==> src/rtl/uart_tx_pkg.sv <==
package uart_tx_pkg;

  // Parity rule codes
  localparam logic [1:0] PAR_ODD  = 2'd0;
  localparam logic [1:0] PAR_EVEN = 2'd1;
  localparam logic [1:0] PAR_ONE  = 2'd2;
  localparam logic [1:0] PAR_ZERO = 2'd3;

  // Narrowest data width (code 0)
  localparam int unsigned MIN_BITS = 5;

  typedef struct packed {
    logic [1:0] wlen;
    logic       stop2;
    logic       par_en;
    logic [1:0] par_mode;
  } line_cfg_t;

  typedef enum logic [1:0] {
    SH_IDLE = 2'd0,
    SH_BITS = 2'd1,
    SH_STOP = 2'd2
  } sh_state_e;

endpackage

==> src/rtl/uart_tx_hold.sv <==
module uart_tx_hold #(
  parameter int unsigned DATA_W = 8
) (
  input  logic              clk,
  input  logic              rst_n,
  input  logic [DATA_W-1:0] in_data,
  input  logic              in_valid,
  output logic              in_ready,
  input  logic              take,
  output logic              full,
  output logic [DATA_W-1:0] data
);

  logic push;

  assign in_ready = !full;
  assign push     = in_valid && in_ready;

  always_ff @(posedge clk) begin
    if (!rst_n) begin
      full <= 1'b0;
      data <= '0;
    end else if (push) begin
      full <= 1'b1;
      data <= in_data;
    end else if (take) begin
      full <= 1'b0;
    end
  end

endmodule

==> src/rtl/uart_tx_shifter.sv <==
module uart_tx_shifter
  import uart_tx_pkg::*;
#(
  parameter int unsigned DATA_W = 8,
  parameter int unsigned OVS    = 16
) (
  input  logic              clk,
  input  logic              rst_n,
  input  logic              tick,
  input  logic              src_full,
  input  logic [DATA_W-1:0] src_data,
  input  line_cfg_t         cfg,
  output logic              take,
  output logic              busy,
  output logic              line
);

  localparam int unsigned FRM_W = DATA_W + 2;            // start + data + parity
  localparam int unsigned LW    = $clog2(FRM_W + 1);
  localparam int unsigned TW    = (OVS > 1) ? $clog2(OVS) : 1;
  localparam int unsigned SW    = $clog2(2 * OVS + 1);

  sh_state_e        state;
  logic [FRM_W-1:0] sreg;
  logic [LW-1:0]    left;
  logic [TW-1:0]    tcnt;
  logic [SW-1:0]    scnt;
  logic [SW-1:0]    slen;

  logic [FRM_W-1:0] frame_nxt;
  logic [LW-1:0]    left_nxt;
  logic [SW-1:0]    slen_nxt;
  logic             pbit;
  logic             bit_end;
  logic             stop_end;

  // Frame image built from the waiting character and current settings
  always_comb begin
    int unsigned nb;
    logic        x;
    nb        = MIN_BITS + int'(cfg.wlen);
    x         = 1'b0;
    frame_nxt = '0;
    for (int i = 0; i < DATA_W; i++) begin
      if (i < nb) begin
        frame_nxt[i+1] = src_data[i];
        x              = x ^ src_data[i];
      end
    end
    case (cfg.par_mode)
      PAR_ODD:  pbit = ~x;
      PAR_EVEN: pbit = x;
      PAR_ONE:  pbit = 1'b1;
      default:  pbit = 1'b0;
    endcase
    for (int i = 0; i < FRM_W; i++) begin
      if (cfg.par_en && (i == nb + 1)) frame_nxt[i] = pbit;
    end
    left_nxt = LW'(1 + nb + int'(cfg.par_en));
    if (!cfg.stop2)          slen_nxt = SW'(OVS);
    else if (cfg.wlen == '0) slen_nxt = SW'(OVS + OVS / 2);
    else                     slen_nxt = SW'(2 * OVS);
  end

  assign bit_end  = tick && (tcnt == TW'(OVS - 1));
  assign stop_end = tick && (scnt == slen - SW'(1));
  assign take     = src_full && ((state == SH_IDLE) || (state == SH_STOP && stop_end));
  assign busy     = (state != SH_IDLE);
  assign line     = (state == SH_BITS) ? sreg[0] : 1'b1;

  always_ff @(posedge clk) begin
    if (!rst_n) begin
      state <= SH_IDLE;
      sreg  <= '1;
      left  <= '0;
      tcnt  <= '0;
      scnt  <= '0;
      slen  <= SW'(OVS);
    end else if (take) begin
      state <= SH_BITS;
      sreg  <= frame_nxt;
      left  <= left_nxt;
      slen  <= slen_nxt;
      tcnt  <= '0;
      scnt  <= '0;
    end else begin
      case (state)
        SH_BITS: begin
          if (bit_end) begin
            tcnt <= '0;
            sreg <= {1'b1, sreg[FRM_W-1:1]};
            left <= left - LW'(1);
            if (left == LW'(1)) begin
              state <= SH_STOP;
              scnt  <= '0;
            end
          end else if (tick) begin
            tcnt <= tcnt + TW'(1);
          end
        end
        SH_STOP: begin
          if (stop_end)  state <= SH_IDLE;
          else if (tick) scnt  <= scnt + SW'(1);
        end
        default: state <= SH_IDLE;
      endcase
    end
  end

endmodule

==> src/rtl/uart_tx_serializer.sv <==
module uart_tx_serializer
  import uart_tx_pkg::*;
#(
  parameter int unsigned DATA_W = 8,
  parameter int unsigned OVS    = 16
) (
  input  logic              clk,
  input  logic              rst_n,
  input  logic [DATA_W-1:0] in_data,
  input  logic              in_valid,
  output logic              in_ready,
  input  logic              tick,
  input  logic [1:0]        wlen_code,
  input  logic              stop_sel,
  input  logic              par_en,
  input  logic [1:0]        par_mode,
  input  logic              brk_en,
  output logic              txd,
  output logic              hold_empty,
  output logic              tx_empty
);

  line_cfg_t         cfg;
  logic              take;
  logic              full;
  logic [DATA_W-1:0] hdata;
  logic              busy;
  logic              line;

  assign cfg = '{wlen: wlen_code, stop2: stop_sel, par_en: par_en, par_mode: par_mode};

  uart_tx_hold #(.DATA_W(DATA_W)) u_hold (
    .clk      (clk),
    .rst_n    (rst_n),
    .in_data  (in_data),
    .in_valid (in_valid),
    .in_ready (in_ready),
    .take     (take),
    .full     (full),
    .data     (hdata)
  );

  uart_tx_shifter #(.DATA_W(DATA_W), .OVS(OVS)) u_shift (
    .clk      (clk),
    .rst_n    (rst_n),
    .tick     (tick),
    .src_full (full),
    .src_data (hdata),
    .cfg      (cfg),
    .take     (take),
    .busy     (busy),
    .line     (line)
  );

  // Break only overrides the level; the engine keeps running
  assign txd        = brk_en ? 1'b0 : line;
  assign hold_empty = !full;
  assign tx_empty   = !full && !busy;

endmodule

==> config.mk <==
export PLATFORM = sky130hd
export DESIGN_NAME = uart_tx_serializer
export DESIGN_NICKNAME = d
export VERILOG_FILES = /design/src/rtl/uart_tx_pkg.sv /design/src/rtl/uart_tx_hold.sv /design/src/rtl/uart_tx_shifter.sv /design/src/rtl/uart_tx_serializer.sv
export SDC_FILE = /design/constraint.sdc
export NUM_CORES = 1
export LEC_CHECK = 0
export BUFFER_PORTS_ARGS = -buffer_cell sky130_fd_sc_hd__buf_2
export CORE_ASPECT_RATIO = 1.4
export CORE_MARGIN = 1.5
export CORE_UTILIZATION = 38
export CTS_CLUSTER_SIZE = 14
export DETAILED_ROUTE_END_ITERATION = 10
export GPL_ROUTABILITY_DRIVEN = 0
export PLACE_DENSITY = 0.53
export SLEW_MARGIN = 10
export SYNTH_ARGS = -nofsm -noshare
export SYNTH_HDL_FRONTEND = slang
export SYNTH_HIERARCHICAL = 1
export SYNTH_SLANG_ARGS = --single-unit
==> constraint.sdc <==
create_clock -name clk -period 3.9 [get_ports clk]
set_clock_uncertainty 0.2 [all_clocks]
set_input_delay 0.78 -clock clk [delete_from_list [all_inputs] [get_ports clk]]
set_output_delay 0.78 -clock clk [all_outputs]
set_load 0.05 [all_outputs]
=== Word level (Yosys, flattened, before mapping) ===
Index checks and enable logic that the tools add are counted.

* Add/sub/neg operators: 7
* Multipliers: 0
* Divide/modulo/power cells: 0
* Magnitude comparators: 8
* Equal/unequal tests: 24
* Shifts and indexed selects: 0
* Mux-type cells: 50
* Bitwise gates (word level): 9
* Reductions and logical operators: 35

{| class="wikitable"
|+ Operator list
! operator !! number
|-
| $eq A3 B32 Y1 const A || 4
|-
| $lt A3 B32 Y1 const A || 4
|-
| $eq A2 B32 Y1 const A || 2
|-
| $eq A4 B32 Y1 const A || 2
|-
| $lt A1 B32 Y1 const A || 2
|-
| $lt A2 B32 Y1 const A || 2
|-
| $mux W6 || 6
|-
| $eq A1 B32 Y1 const A || 1
|-
| $logic_not A32 Y1 || 1
|-
| $mux W1 || 30
|-
| $mux W10 || 3
|-
| $mux W4 || 5
|-
| $logic_and A1 B1 Y1 || 16
|-
| $pmux W6 S2 || 1
|-
| $reduce_bool A2 Y1 || 6
|-
| $xor A1 B1 Y1 || 7
|-
| $add A6 B1 Y6 const B || 1
|-
| $eq A6 B6 Y1 || 1
|-
| $logic_not A2 Y1 || 3
|-
| $mux W2 || 3
|-
| $ne A2 B2 Y1 const B || 3
|-
| $ne A3 B2 Y1 const B || 2
|-
| $reduce_and A3 Y1 || 2
|-
| $sub A6 B1 Y6 const B || 1
|-
| other kinds (19) || 25
|}

* Register bits after elaboration: 41
* Bits in latches: 0
* RAM bits: 0
* ROM bits: 0
* Output and inout port bits: 4
* Logic and storage cells: 142
* Memories: 0

=== Longest topological paths before layout ===
Gate-level depths: netlist (run 1).

* Depth in word-level cells: 21
* Gate-level depth with buffers: 10
* Gate-level depth less buffers: 10

=== Cells and area by module ===
Netlist (run 1), hierarchy kept.

{| class="wikitable"
|+ By module, submodules not included
! module !! times used !! cells an instance !! area an instance (µm²) !! sequential area each (µm²)
|-
| uart_tx_shifter || 1 || 231 || 1926.8 || 580.6
|-
| uart_tx_hold || 1 || 40 || 376.6 || 180.2
|-
| uart_tx_serializer || 1 || 3 || 21.3 || 0.0
|}

=== Worst setup path before layout (run 1) ===
No wires, ideal clock.

* Path type: input to register
* Start point: in wlen_code[0]
* End point: reg u_shift.sreg[9]
* Arrival time: 2.474 ns
* Data required time: 3.607 ns
* Slack: 1.133 ns
* Cell stages on the path: 9
* Cells stage by stage: ha_1 > inv_1 > ha_1 > nor2b_1 > xnor2_1 > xnor2_1 > mux2_4 > xor2_4 > o311ai_2

* Word-level cells in the longest chain between the ends: 21

{| class="wikitable"
|+ Ends and longest elaborated chain
! item !! RTL line !! text
|-
| start, declared || uart_tx_serializer.sv:13 || <nowiki>input logic [1:0] wlen_code,</nowiki>
|-
| $add A3 B2 Y4 (*) || uart_tx_shifter.sv:41 || <nowiki>nb = MIN_BITS + int'(cfg.wlen);</nowiki>
|-
| $lt A1 B32 Y1 || uart_tx_shifter.sv:45 || <nowiki>if (i < nb) begin</nowiki>
|-
| $mux W1 || uart_tx_shifter.sv:45 ||
|-
| $xor A1 B1 Y1 || uart_tx_shifter.sv:47 || <nowiki>x = x ^ src_data[i];</nowiki>
|-
| $mux W1 || uart_tx_shifter.sv:45 ||
|-
| $xor A1 B1 Y1 || uart_tx_shifter.sv:47 ||
|-
| $mux W1 || uart_tx_shifter.sv:45 ||
|-
| $xor A1 B1 Y1 || uart_tx_shifter.sv:47 ||
|-
| [... 5 more ...] || n/a ||
|-
| $xor A1 B1 Y1 || uart_tx_shifter.sv:47 ||
|-
| $mux W1 || uart_tx_shifter.sv:45 ||
|-
| $xor A1 B1 Y1 || uart_tx_shifter.sv:47 ||
|-
| $mux W1 || uart_tx_shifter.sv:45 ||
|-
| $not A1 Y1 || uart_tx_shifter.sv:51 || <nowiki>PAR_ODD: pbit = ~x;</nowiki>
|-
| $pmux W1 S3 || uart_tx_shifter.sv:50 || <nowiki>case (cfg.par_mode)</nowiki>
|-
| $mux W1 (*) || uart_tx_shifter.sv:57 || <nowiki>if (cfg.par_en && (i == nb + 1)) frame_nxt[i] = pbit;</nowiki>
|-
| $mux W10 (*) || uart_tx_shifter.sv:79 || <nowiki>end else if (take) begin</nowiki>
|-
| end signal, assigned || uart_tx_shifter.sv:81 || <nowiki>sreg <= frame_nxt;</nowiki>
|-
| end signal, assigned || uart_tx_shifter.sv:91 || <nowiki>sreg <= {1'b1, sreg[FRM_W-1:1]};</nowiki>
|-
| end, declared || uart_tx_shifter.sv:24 || <nowiki>logic [FRM_W-1:0] sreg;</nowiki>
|}

Every way passes the cells marked *; elsewhere a longest branch is shown, timed or not.
A chain may end at the register's enable or synchronous reset.

=== Worst setup path after layout (run 1) ===
Same ends and word-level chain as after synthesis.

==> impl_metrics.ini, run 1 <==
[clocking]
cts_setup_buffers = 0
root_buffer = clkbuf_8
ctsResizeCount = 0
hold_buffers = 0
insertion_delay_ns = 0.30
htreeDepth = 2
clkTransAtPathRegs_ns = 0.08
cts.sinks = 38
cts_buffer_depth = 2
cts_tree = done
numCtsBuffers = 5

[route]
postRouteAntennaNets = 0
drt_wl_total_mm = 4.67
first_pass_iters = 4
wire_per_inst_um = 12.9
detail_route.iter0.violations = 53
viasPerCell = 5.10
vias = 1845
drc_errors = 0

[sta]
fin_crit_sh_pct = 71.9
slew_violations = 0
tightest_slew_ns = 0.705
finalWorstSetupSlack_ns = 1.10
slew_headroom_pct = 53.0
final.setup.tns_ns = 0
rsz0062_at_grt = no
hold_viol = 0
fin_crit_ns = 2.80
holdWs_ns = 0.257
finalSetupViolCount = 0
fmax_ghz = 0.357

[setup_path]
rrSetupSlack_ns = 1.50
crit_arrival_ns = 2.74
crit_type = in2reg
reg2reg_from = u_shift/slen[3]
rr_endpoint = u_shift/sreg[4]
cp-endpoint = u_shift/sreg[9]
start_kind = primary input
path_max_fanout = 8
rr_worst_depth = 9
crit_path_max_incr_delay_ns = 0.36
cp_slowest_cell = mux2_4
cp.required_ns = 3.83
end_kind = flop
crit_path_start = wlen_code[0]
cp_cell_sequence = buf_2, ha_1, inv_1, ha_1, nor2b_1, xnor2_1, xnor2_1, mux2_4, xor2_4, o311ai_2

[yosys]
ys_ff_latch = 38
synth_edf_count = 0
synthFlopType = dfxtp_1
syn-num-nets = 307
synth_seq_area_share_pct = 32.7
synthCells = 274
synthArstFlopShare_pct = 0
ys_warn_count = 6
ys_types = 50
synth.avg_cell_area_um2 = 8.48
syn_area_um2 = 2320

[cells_and_area]
nets = 324
insertedDiodeCount = 0
area_growth_pct = 8.77
drive_gt1_share_pct = 14.4
postLayoutCoreUtil_pct = 43.1

[power_and_ir_drop]
clkPwrFrac_pct = 32.2
netSwitchingPower_uw = 268
p_per_area_nw_per_um2 = 355
p_int_uw = 629
p_total_uw = 897
peakVddDrop_uv = 177
pwr-share-comb_pct = 20.1
leakagePower_nw = 1.08
sw_frac_of_total_pct = 29.9
power_frac_seq_pct = 47.7

[global_routing]
grt_max_degree = 42
first_global_vias = 1794
antenna_found_initial = 0
grt_pass1_wl_mm = 8.15
grt_overflow = 0
grt_usage_pct = 15.4

[place]
pre_cts_ws_ns = 0.766
numPortBuffers = 22
hpwlAfterDp_mm = 3.45

[die]
die_w_um = 69.1
die_y_um = 95.5
io_pins = 23
fp.dieArea_um2 = 6600
start_util_pct = 39.7
core_um2 = 5860
placementRows = 33

[flow_run]
drv_cap = 0

[hold_path]
holdCritPathClass = reg2reg

[status]
status = finished clean
-- layout make-up --
class	count	area [µm²]
fillers	612	3330
multi-input cells	212	1430
flip-flops and latches	38	761
repair buffers	22	110
well taps	70	87.6
clock buffers	7	86.3
inverters	12	45.0
clock inverters	1	5.00
-- cells by family (layout without fill, tap and decap cells) --
kind of cell	after synthesis	after routing	share of synthesized area (%)
AOI/OAI and AO/OA	43	43	13.9
buffers and inverters	24	42	5.60
xor gates and xnor gates	21	21	9.31
adders and majority gates	14	14	7.54
muxes	11	11	4.95
and+or+nand+nor	123	123	26.0
DFF	38	38	32.7
-- per-layer routing --
layer | track usage (%) | vias up | part of all wire [%]
li1 | - | 969 | -
met1 | 17.2 | 837 | 44
met2 | 28.6 | 33 | 51
met3 | 3.38 | 6 | 3.8
met4 | 5.72 | 0 | 1.3
met5 | 0 | - | 0
-- per-stage QoR --
step / cell area (µm²) / std cells
after floorplan: 2320 / 274
after global placement: 2440 / 354
after detailed placement: 2440 / 354
after CTS: 2530 / 362
after global routing: 2530 / 362
final: 2530 / 362
-- worst max-delay path: cells and delay by family --
| family | cells | cell delay (ns) |
|---|---|---|
| xor gates and xnor gates | 3 | 0.59 |
| adders and majority gates | 2 | 0.47 |
| muxes | 1 | 0.36 |
| buffers and inverters | 2 | 0.20 |
| and+or+nand+nor | 1 | 0.20 |
| AOI/OAI and AO/OA | 1 | 0.13 |
-- power by group through the flow --
stage / clock, mW / combinational, mW / sequential [mW]
floorplan: 0 / 0.150 / 0.433
global placement: 0 / 0.181 / 0.437
detailed placement: 0 / 0.182 / 0.438
CTS: 0.301 / 0.183 / 0.429
global route: 0.314 / 0.203 / 0.432
finish: 0.289 / 0.180 / 0.428
-- Yosys cell counts, types with 4 or more instances --
| cell type | instances | area, µm² |
|---|---|---|
| xnor2_1 | 12 | 105 |
| o211a_1 | 4 | 40.0 |
| inv_1 | 11 | 41.3 |
| nor2_1 | 14 | 52.6 |
| nand2_1 | 54 | 203 |
| nor2b_1 | 6 | 37.5 |
| nand3b_1 | 4 | 30.0 |
| a21oi_1 | 10 | 50.1 |
| mux2i_1 | 10 | 100 |
| dfxtp_1 | 38 | 761 |
| xor2_1 | 7 | 61.3 |
| ha_1 | 14 | 175 |
| and3_1 | 6 | 37.5 |
| o21ai_0 | 6 | 30.0 |
| nand3_1 | 19 | 95.1 |
| clkbuf_1 | 4 | 15.0 |
| buf_6 | 4 | 45.0 |
-- sequential cells by signal, summed over array words and instances (netlist names) --
name           flops
u_shift/state      2
u_shift/scnt       6
u_hold/data        8
u_shift/sreg      10
u_shift/slen       3
u_hold/full        1
u_shift/left       4
u_shift/tcnt       4
-- worst min-delay path by stage --
stage | startpoint | to | depth (start not counted)
finish | u_hold/data[6] | u_hold/data[6] | 2
CTS | u_hold/data[6] | u_hold/data[6] | 2
floorplan | u_hold/data[5] | u_hold/data[5] | 2
detailed placement | u_hold/data[6] | u_hold/data[6] | 2
global placement | u_hold/data[6] | u_hold/data[6] | 2
global route | u_hold/data[6] | u_hold/data[6] | 2
-- cells in the final DEF, fill, tap and decap left out, drive strengths merged, types with 2 or more instances in the layout --
cell type,count
and4,2
xnor2,12
o21ai,9
nor2,14
inv,12
nand3,19
nor3,3
nor3b,3
nand3b,4
nand4,2
dfxtp,38
clkbuf,7
a21boi,4
nor2b,8
xor2,8
a31o,2
mux2i,10
a22oi,3
o211a,4
o211ai,2
ha,14
a32oi,2
o31ai,3
a31oi,2
buf,22
and3,6
or3,2
a21oi,10
nand2,55
nand2b,2
Power figures use the tool's default switching activity.
==> run 2, diff against run 1 <==
ABC_AREA = 1   (was not set)
clock period = 2.9 ns   (was 3.9 ns; I/O delays follow)
==> impl_metrics.ini, run 2 <==
[status]
status = complete, but fails checks
violations = design-rule violations

[sta]
hold_viol = 0
fin_crit_sh_pct = 80.4
slew_violations = 0
fmax_ghz = 0.429
slew_headroom_pct = 77.5
tightest_slew_ns = 0.337
finalWorstSetupSlack_ns = 0.567
final.setup.tns_ns = 0
finalSetupViolCount = 0
rsz0062_at_grt = no
fin_crit_ns = 2.33

[setup_path]
crit_path_start = wlen_code[0]
crit_path_max_incr_delay_ns = 0.24
cp_cell_sequence = buf_2, ha_1, inv_1, ha_1, nor2_1, nand2_1, nand2_1, nand2_1, nand3_1, nand4_2, nand3_1, nand2_1, nand2_1, nand2_1
crit_arrival_ns = 2.32
path_max_fanout = 9
reg2reg_from = u_shift/slen[3]
end_kind = flop
rr_worst_depth = 14
cp_common_cell = nand2_1
cp.required_ns = 2.89
start_kind = primary input
cp_slowest_cell = ha_1
crit_type = in2reg

[cells_and_area]
largest_register_ffs = 10
reg_top3 = u_shift/sreg: 10 flops, u_hold/data: 8 flops, u_shift/scnt: 6 flops
layout_commonest_cell = nand2_1
largest_register = u_shift/sreg
postLayoutCoreUtil_pct = 44.6
layout_common_cells = 91 x nand2_1, 71 x inv_1, 47 x nor2_1
area_growth_pct = 11.4
insertedDiodeCount = 0
instances_no_fill = 493
nets = 453
drive_gt1_share_pct = 13.5

[clocking]
cts_tree = done
clkTransAtPathRegs_ns = 0.08
hold_buffers = 0
cts_setup_buffers = 0
root_buffer = clkbuf_8
insertion_delay_ns = 0.29
cts.sinks = 38
cts_buffer_depth = 2
ctsResizeCount = 0
numCtsBuffers = 5
htreeDepth = 2

[global_routing]
grt_max_degree = 26
first_global_vias = 2364
grt_usage_pct = 18.3
grt_pass1_wl_mm = 10.4
antenna_found_initial = 0
grt_overflow = 0

[hold_path]
holdPathStages = 1
min_from = u_shift/slen[4]
holdCritPathClass = reg2reg

[route]
drt_wl_total_mm = 5.72
vias = 2374
detail_route.iter0.violations = 98
first_pass_iters = 9
postRouteAntennaNets = 0
viasPerCell = 4.82
wire_per_inst_um = 11.6
drc_errors = 1

[yosys]
syn_area_um2 = 2520
synth_top_area_share_pct = 30.2
synth.avg_cell_area_um2 = 6.40
synthArstFlopShare_pct = 0
ys_types = 35
synth.top_cells.by_area = dfxtp_1 30%, nand2_1 14%, inv_1 11%, nor2_1 7.0%, ha_1 7.0%
ys_ff_latch = 38
syn-num-nets = 427
synth_largest_area_cell = dfxtp_1
synth_edf_count = 0
ys_warn_count = 6
synthCells = 394
synthFlopType = dfxtp_1
synth_seq_area_share_pct = 30.2
synth.most_common_cell = nand2_1
synth_common_cells = 91 x nand2_1, 71 x inv_1, 47 x nor2_1

[die]
fp.dieArea_um2 = 7140
placementRows = 34
start_util_pct = 40.0
die_y_um = 99.4
io_pins = 23
core_um2 = 6300
die_w_um = 71.8

[flow_run]
drv_cap = 0

[place]
numPortBuffers = 22
placed_cells = 485
pre_cts_ws_ns = 0.246
hpwlAfterDp_mm = 4.32

[power_and_ir_drop]
peakVddDrop_uv = 204
p_per_area_nw_per_um2 = 493
leakagePower_nw = 1.47
run 2: cell count changes after synthesis, moves of 7 or more:
| cell | previous run | this run |
|---|---|---|
| nand4_1 | 1 | 8 |
| nor2_1 | 14 | 47 |
| nand2_1 | 54 | 91 |
| o21ai_0 | 6 | 20 |
| nand3_1 | 19 | 35 |
| inv_1 | 11 | 71 |
| mux2i_1 | 10 | 0 |
run 2: path summary, 6_finish.rpt:
| check | end | slack, ns |
|---|---|---|
| worst max-delay path | u_shift/sreg[9] | 0.57 |
| worst min-delay path | u_shift/slen[4] | 0.28 |
| worst max register to register | u_shift/sreg[7] | 0.62 |
| worst min register to register | u_shift/slen[4] | 0.28 |
run 2: per-stage QoR:
step           power, mW  instance area (µm²)  hold WS (ns)
2_1_floorplan      0.860                 2520         0.240
3_3_place_gp       0.943                 2700         0.248
3_5_place_dp       0.945                 2700         0.259
4_1_cts             1.41                 2810         0.279
5_1_grt             1.49                 2810         0.304
6_report            1.38                 2810         0.278
run 2: critical path, delay by kind of cell:
| family | cells | cell delay, ns |
|---|---|---|
| adders and majority gates | 2 | 0.45 |
| and+or+nand+nor | 10 | 1.08 |
| buffers and inverters | 2 | 0.19 |
run 2: per-layer routing:
layer	track usage, %	vias to the layer above	share of wire [%]
met5	0	-	0
met2	33.0	35	51
li1	-	1272	-
met1	20.3	1051	42
met3	2.74	16	2.7
met4	9.58	0	4.1
run 2: power breakdown:
part	internal (mW)	switching, mW
Combinational	0.118	0.225
Sequential	0.561	0.0272
Clock	0.253	0.199
run 2: area by class of cell:
class / instances / area (µm²)
Fill cell: 704 / 3490
Clock buffer: 5 / 68.8
Tap cell: 72 / 90.1
Timing Repair Buffer: 26 / 140
Sequential cell: 38 / 761
Multi-Input combinational cell: 271 / 1420
Clock inverter: 3 / 40.0
Inverter: 78 / 293
run 2: cells by family after synthesis:
| logic type | after synthesis | synth area share (%) |
|---|---|---|
| simple gates | 202 | 35.8 |
| buf+inv | 85 | 13.7 |
| compound gates | 43 | 9.19 |
| flops | 38 | 30.2 |
| fa+ha+maj | 14 | 6.95 |
| xor+xnor | 12 | 4.17 |
